--- config.mk ---
export PLATFORM = sky130hd
export DESIGN_NAME = i2c_target_decode
export DESIGN_NICKNAME = d
export VERILOG_FILES = /design/src/rtl/i2c_target_decode.sv
export SDC_FILE = /design/constraint.sdc
export NUM_CORES = 1
export LEC_CHECK = 0
export BUFFER_PORTS_ARGS = -buffer_cell sky130_fd_sc_hd__buf_2
export CAP_MARGIN = 20
export CORE_MARGIN = 1
export CORE_UTILIZATION = 39
export DETAILED_ROUTE_END_ITERATION = 7
export SLEW_MARGIN = 40
export SYNTH_ARGS = -nofsm -noshare
export SYNTH_HDL_FRONTEND = slang
export SYNTH_SLANG_ARGS = --single-unit
--- constraint.sdc ---
create_clock -name clk -period 2.6 [get_ports clk]
set_clock_uncertainty 0.05 [all_clocks]
set_input_delay 0.52 -clock clk [delete_from_list [all_inputs] [get_ports clk]]
set_output_delay 0.52 -clock clk [all_outputs]
set_load 0.02 [all_outputs]
--- src/rtl/i2c_target_decode.sv ---
module i2c_target_decode #(
  parameter int DEPTH = 4
) (
  input  logic                         clk,
  input  logic                         rst_n,
  input  logic [5:0]                   cfg_dec,
  input  logic [2:0]                   cfg_rx,
  input  logic [9:0]                   cfg_addr1,
  input  logic [9:0]                   cfg_addr2,
  input  logic                         bus_start,
  input  logic                         bus_stop,
  input  logic                         bus_byte_vld,
  input  logic [7:0]                   bus_byte,
  input  logic                         bus_loop,
  input  logic                         bus_rd_req,
  input  logic                         host_pop,
  input  logic                         host_wr,
  input  logic [7:0]                   host_wdata,
  input  logic [7:0]                   int_clr,
  output logic                         ack_vld,
  output logic                         ack_val,
  output logic                         scl_hold,
  output logic                         tx_load,
  output logic [7:0]                   tx_byte,
  output logic [14:0]                  fifo_word,
  output logic [$clog2(DEPTH+1)-1:0]   fifo_cnt,
  output logic [7:0]                   int_status
);
  localparam int PW = $clog2(DEPTH);
  localparam int CW = $clog2(DEPTH + 1);

  typedef enum logic [2:0] {S_IDLE, S_ADDR, S_ADDR10, S_WR, S_RD} st_t;

  st_t         st;
  logic [1:0]  sel, arm, pend;
  logic        first, busy, rep;
  logic [14:0] mem [DEPTH];
  logic [PW-1:0] wp, rp;
  logic [CW-1:0] cnt;

  wire full   = (cnt == CW'(DEPTH));
  wire empty  = (cnt == '0);
  wire in_txn = (st == S_WR) || (st == S_RD);
  wire hdr    = (bus_byte[7:3] == 5'b11110);

  wire m7_1 = cfg_dec[2] & ~cfg_dec[3] & (bus_byte[7:1] == cfg_addr1[6:0]);
  wire m7_2 = cfg_dec[4] & ~cfg_dec[5] & (bus_byte[7:1] == cfg_addr2[6:0]);
  wire h_1  = cfg_dec[2] & cfg_dec[3] & hdr & (bus_byte[2:1] == cfg_addr1[9:8]);
  wire h_2  = cfg_dec[4] & cfg_dec[5] & hdr & (bus_byte[2:1] == cfg_addr2[9:8]);
  wire gc   = (bus_byte == 8'h00) & (bus_loop ? cfg_dec[0] : cfg_dec[1]);
  wire rh_1 = h_1 & bus_byte[0] & arm[0];
  wire rh_2 = h_2 & bus_byte[0] & arm[1];
  wire [1:0] wrh = {h_2 & ~bus_byte[0], h_1 & ~bus_byte[0]};
  wire lo_1 = pend[0] & (bus_byte == cfg_addr1[7:0]);
  wire lo_2 = pend[1] & (bus_byte == cfg_addr2[7:0]);
  wire rx_ok = ((sel == 2'd1) & cfg_rx[0]) | ((sel == 2'd2) & cfg_rx[1]) |
               ((sel == 2'd3) & cfg_rx[2]);

  logic [1:0] a_sel;
  logic       a_rd;
  always_comb begin
    a_sel = 2'd0;
    a_rd  = 1'b0;
    if (m7_1)      begin a_sel = 2'd1; a_rd = bus_byte[0]; end
    else if (rh_1) begin a_sel = 2'd1; a_rd = 1'b1; end
    else if (m7_2) begin a_sel = 2'd2; a_rd = bus_byte[0]; end
    else if (rh_2) begin a_sel = 2'd2; a_rd = 1'b1; end
    else if (gc)   a_sel = 2'd3;
  end

  wire data_push = bus_byte_vld & (st == S_WR);
  wire cond_push = (bus_start | bus_stop) & in_txn;
  wire push      = (data_push | cond_push) & ~full;
  wire pop       = host_pop & ~empty;
  wire [14:0] push_word = data_push ?
    {2'b00, first, 1'b0, rx_ok & ~full, sel[1], sel[0], bus_byte} :
    {bus_stop, bus_start, 13'd0};
  wire rd_hit = bus_byte_vld & (st == S_ADDR) & (a_sel != 2'd0) & a_rd;

  wire [7:0] int_set = {2'b00,
                        (bus_start | bus_stop) & (st == S_RD) & scl_hold,
                        bus_rd_req & (st == S_RD),
                        rd_hit & rep,
                        rd_hit & ~rep,
                        (bus_start | bus_stop) & (st == S_WR),
                        push};

  always_ff @(posedge clk) if (push) mem[wp] <= push_word;

  always_ff @(posedge clk or negedge rst_n) begin
    if (!rst_n) begin
      st <= S_IDLE; sel <= '0; arm <= '0; pend <= '0;
      first <= 1'b0; busy <= 1'b0; rep <= 1'b0;
      wp <= '0; rp <= '0; cnt <= '0;
      ack_vld <= 1'b0; ack_val <= 1'b0; scl_hold <= 1'b0;
      tx_load <= 1'b0; tx_byte <= '0; int_status <= '0;
    end else begin
      ack_vld <= 1'b0;
      tx_load <= 1'b0;
      int_status <= (int_status & ~int_clr) | int_set;
      if (push) wp <= wp + 1'b1;
      if (pop)  rp <= rp + 1'b1;
      cnt <= cnt + CW'(push) - CW'(pop);
      if (host_wr && scl_hold) begin
        tx_load  <= 1'b1;
        tx_byte  <= host_wdata;
        scl_hold <= 1'b0;
      end
      if (bus_stop) begin
        st <= S_IDLE; busy <= 1'b0; arm <= '0; scl_hold <= 1'b0;
      end else if (bus_start) begin
        st <= S_ADDR; busy <= 1'b1; rep <= busy; scl_hold <= 1'b0;
        if (!busy) arm <= '0;
      end else if (bus_byte_vld) begin
        case (st)
          S_ADDR: begin
            ack_vld <= 1'b1;
            if (a_sel != 2'd0) begin
              ack_val <= 1'b1; sel <= a_sel; first <= 1'b1;
              st <= a_rd ? S_RD : S_WR;
              if (a_rd) scl_hold <= 1'b1;
            end else if (wrh != 2'd0) begin
              ack_val <= 1'b1; pend <= wrh; st <= S_ADDR10;
            end else begin
              ack_val <= 1'b0; st <= S_IDLE;
            end
          end
          S_ADDR10: begin
            ack_vld <= 1'b1;
            if (lo_1 || lo_2) begin
              ack_val <= 1'b1; first <= 1'b1; st <= S_WR;
              sel <= lo_1 ? 2'd1 : 2'd2;
              arm <= arm | (lo_1 ? 2'b01 : 2'b10);
            end else begin
              ack_val <= 1'b0; st <= S_IDLE;
            end
          end
          S_WR: begin
            ack_vld <= 1'b1;
            ack_val <= rx_ok & ~full;
            if (!full) first <= 1'b0;
          end
          default: ;
        endcase
      end else if (bus_rd_req && st == S_RD) begin
        scl_hold <= 1'b1;
      end
    end
  end

  assign fifo_cnt  = cnt;
  assign fifo_word = empty ? 15'd0 : mem[rp];

  p_hold_until_data_r10: assert property (@(posedge clk) disable iff (!rst_n)
    scl_hold && !host_wr && !bus_start && !bus_stop |=> scl_hold);
  p_load_follows_write_r10: assert property (@(posedge clk) disable iff (!rst_n)
    scl_hold && host_wr |=> tx_load && tx_byte == $past(host_wdata));
  p_no_overflow_r11: assert property (@(posedge clk) disable iff (!rst_n)
    fifo_cnt <= CW'(DEPTH));
  p_sticky_status_r9: assert property (@(posedge clk) disable iff (!rst_n)
    1'b1 |=> ((int_status & $past(int_status & ~int_clr)) == $past(int_status & ~int_clr)));
  p_ack_needs_byte_r5: assert property (@(posedge clk) disable iff (!rst_n)
    ack_vld |-> $past(bus_byte_vld));
  p_idle_silent_r5: assert property (@(posedge clk) disable iff (!rst_n)
    st == S_IDLE && bus_byte_vld && !bus_start && !bus_stop |=> !ack_vld);
endmodule

==> results.md <==
Worst setup path:
- Traced cell by cell, the critical path runs through buf_4 > mux4_2 > nor2b_1 > buf_2.
- STA puts the critical path data arrival time at 1.84 ns.
- The critical path in this run is classified as flip-flop to output port.
- For this run, the slowest stage of the critical path takes between 0.5 and 0.6 ns.
- STA classifies the critical path endpoint as an output port.
- In this run the worst path has a maximum fanout of 16.
- The slowest stage of the critical path is the mux4_2 cell.
- The kind of start point of the critical path is a flip-flop.
- The critical path required time is 2.03 ns.

Timing:
- The final max-slew violation count was 0.
- The period utilization is 92.6%.
- The number of hold violations in the final report is 0.
- The minimum clock period is 2.41 ns.
- The tightest hold path in the finished design has a slack of 0.0953 ns.
- At the pin with the least slew margin, the transition time is 0.718 ns.
- The relative slew slack is 52.1%.
- Based on the critical path, the design can be clocked at up to 415 MHz.
- The final-report setup violation count is 0.
- Setup repair after global routing left no endpoint under its margin.
- The final worst-path setup slack is 0.193 ns.

Place:
- Once detailed placement completed, the half-perimeter wirelength came to 7070 microns.
- The final RePlAce weighted congestion is roughly 0.84.
- The number of placed instances, taps included, is between 500 and 600.
- Prior to clock tree synthesis, the placed netlist has a worst setup slack of -0.0361 ns.
- The number of buffers inserted by port buffering is roughly 100.

Synthesis:
- The largest total area in the synthesized netlist belongs to edfxtp_1.
- The share of synthesized area occupied by flip-flops and latches is 57.5%.
- Counting flops with a built-in enable in the synthesized netlist gives 56.
- The most frequently used flop master after synthesis is edfxtp_1.
- Of all flip-flops after synthesis, the portion carrying an async set or reset was 41.1%.
- The number of register bits inferred by synthesis is 95.
- The number of nets in the synthesized netlist is 421.
- Counting distinct cell types in the post-synthesis netlist gives just over 50.
- The number of warnings reported in the yosys synthesis log is 0.
- Ranked by total cell area, the synthesized netlist is headed by edfxtp_1 (36%), dfrtp_1 (21%), mux4_2 (6.8%).
- The post-synthesis instance area is 0.00462 sq mm.
- Dividing the synthesized area by the synthesized cell count gives 13.1 sq um.
- The synthesized instance count is 352.
- The share of Yosys cell area claimed by the top area cell type is between 30% and 40%.

CTS:
- The number of buffers added for setup after CTS is 0.
- The clock root buffer master is clkbuf_16.
- Clock latency on the worst-skew pair, taken at its later pin, is 0.34 ns.
- The number of sinks driven by the clock tree is 95.
- TritonCTS created 9 clock buffers.
- The H-tree was split into 3 levels.
- The number of hold buffers added after CTS was 0.
- TritonCTS built the clock tree.
- The post-cts resize count is 0.
- After clock tree synthesis, the clock-pin slew on the worst setup and hold paths is 0.07 ns.
- The deepest clock path buffer count is 2.

Final layout:
- The final instance count without filler cells is 609.
- At the end of the flow, the number of nets in the layout was 530.
- The fraction of final layout cells sized beyond drive strength 1 is 35.6%.
- From synthesis to final layout, the design area changed by 21.9%.
- The number of antenna repair diodes is 0.

Global route:
- The global-route wire length before repair is 15,800 microns.
- The initial antenna violation count is 0.
- The pin count of the biggest net entering global routing is 40.
- The via count of the first global-routing pass is 3,228.
- The overall overflow remaining after global route is 0.
- Global routing consumed, over all layers together, roughly 16% of the routing resources.

Die:
- The floorplan die height is 111 microns.
- The area of the placeable core is 0.0115 sq mm.
- The die is 111 microns wide.
- The cell row count is 39.
- The effective utilization at floorplan is 40.3%.
- The top-level port count is 100.
- The floorplan step defined a die boundary enclosing between 0.01 and 0.015 sq mm.

Drt:
- The routed via count divided by cell count is 4.91.
- The detail route stage leaves a number of antenna-violating nets equal to 0.
- In this run, the number of DRC markers left after iteration 0 of detailed routing was 108.
- Dividing the detail-routed wire length by the instance count gives 15.4 microns.
- The aggregate routed wire length is 9410 microns.
- Summing over every cut layer, the via total after detailed routing is 2,992.
- In the routed design, unresolved DRC markers number 0.
- Before antenna repair, the detailed router went through 4 iterations.

Power and ir drop:
- The worst-case IR drop observed on VDD is 362 uV.
- The static power due to leakage is 2.36 nW.
- Power comes to 4.25 mW.
- The power per cell area is 755 mW/mm^2.

Outcome:
- The flow ran to the end, and the final reports show no timing, DRC or antenna violations.

Worst hold path:
- The tightest min-delay check is of the input port to async pin type.

Run:
- The count of maximum capacitance violations is 0.
Yosys cell counts, drive strengths merged, types with 2 or more instances:
library cell,number
a21o,4
or3,3
nand3,8
nor3b,4
mux2,12
o21ai,8
and3,5
and2,17
edfxtp,56
nand2,19
nor4,5
inv,17
or2,2
o211a,2
mux4,14
clkbuf,7
a22o,3
buf,9
a211oi,3
o21a,3
ha,6
o22ai,2
nand2b,4
nor2,11
a21oi,5
nand4,5
dfrtp,39
nor3,8
nor2b,22
xnor2,17
xor2,22
worst max-delay path: cells and delay by family (launching register included):
family,cells,cell delay [ns]
buffers and inverters,2,0.45
multiplexers,1,0.57
AND/OR/NAND/NOR,1,0.15
flip-flops,1,0.32
kinds of logic after synthesis:
kind of cell / count (synthesis) / share of synthesized area (%)
XOR/XNOR: 39 / 7.39
multiplexers: 26 / 9.75
other: 1 / 0.0812
flip-flops: 95 / 57.5
AO/OA/AOI/OAI: 37 / 5.93
buffers and inverters: 34 / 3.60
AND/OR/NAND/NOR: 113 / 13.7
adder cells (fa/ha/maj): 7 / 2.06
state kept, by name (all words and copies together) (netlist names):
| register | cells |
|---|---|
| arm | 2 |
| rp | 2 |
| fifo_cnt | 3 |
| sel | 2 |
| tx_load | 1 |
| st | 3 |
| mem | 56 |
| int_status | 8 |
| tx_byte | 8 |
| rep | 1 |
| busy | 1 |
| scl_hold | 1 |
| wp | 2 |
| pend | 2 |
| ack_vld | 1 |
| ack_val | 1 |
| first | 1 |
layout make-up:
class / instances / area (sq um)
Timing Repair Buffer: 114 / 613
Clock inverter: 7 / 88.8
Inverter: 18 / 67.6
Clock buffer: 9 / 225
Sequential cell: 95 / 2660
Tap cell: 143 / 179
Multi-Input combinational cell: 223 / 1800
Fill cell: 1019 / 5840
power breakdown:
part           switching, mW  leakage, nW  internal (mW)
combinational          0.653         1.25          0.541
sequential            0.0495        0.965           1.64
clock                  0.597        0.152          0.771
total                   1.30         2.36           2.95
cells in the final DEF (no fill, tap or decap), types with 3 or more instances in the layout:
cell type   n
buf_2      97
edfxtp_1   56
dfrtp_1    39
nor2b_1    22
xor2_1     22
nand2_1    19
inv_1      17
xnor2_1    17
buf_4      17
and2_1     15
mux4_2     14
mux2_2     12
nor2_1     11
clkbuf_16   9
nor3_1      8
o21ai_0     7
nand3_1     7
ha_1        6
nand4_1     5
nor4_1      5
a21oi_1     5
and3_1      4
nor3b_1     4
nand2b_1    4
o21a_1      3
a22o_1      3
or3_1       3
a21o_1      3
inv_8       3
stage by stage:
stage / cell area [sq um] / utilization [%] / TNS, ns
floorplan: 4630 / - / -0.0147
global placement: 5320 / 46.4 / 0
detailed placement: 5320 / 46.4 / -0.0470
CTS: 5630 / 49.1 / 0
global route: 5630 / 49.1 / 0
finish: 5630 / 49.1 / 0
path summary, 6_finish.rpt:
path / startpoint / end / slack (ns) / cells after the start
worst max-delay path: rp[0]$_DFFE_PN0P_ / fifo_word[1] / 0.19 / 4
worst max register to register: st[1]$_DFFE_PN0P_ / fifo_cnt[2]$_DFF_PN0_ / 0.24 / 11
worst min register to register: first$_DFFE_PN0P_ / first$_DFFE_PN0P_ / 0.43 / 1
worst min-delay path: rst_n / fifo_cnt[2]$_DFF_PN0_ / 0.1 / 1
min in group clk: int_clr[7] / int_status[7]$_DFF_PN0_ / 0.27 / 2
max in group asynchronous: rst_n / pend[1]$_DFFE_PN0P_ / 2.05 / 1
layer usage:
layer	vias up	track usage (%)	wire, microns
met2	52	28.7	4920
met4	0	5.42	118
li1	1472	-	-
met1	1458	20.0	4060
met5	-	0	0
met3	10	3.39	306
(Power assumes the default switching activity.)
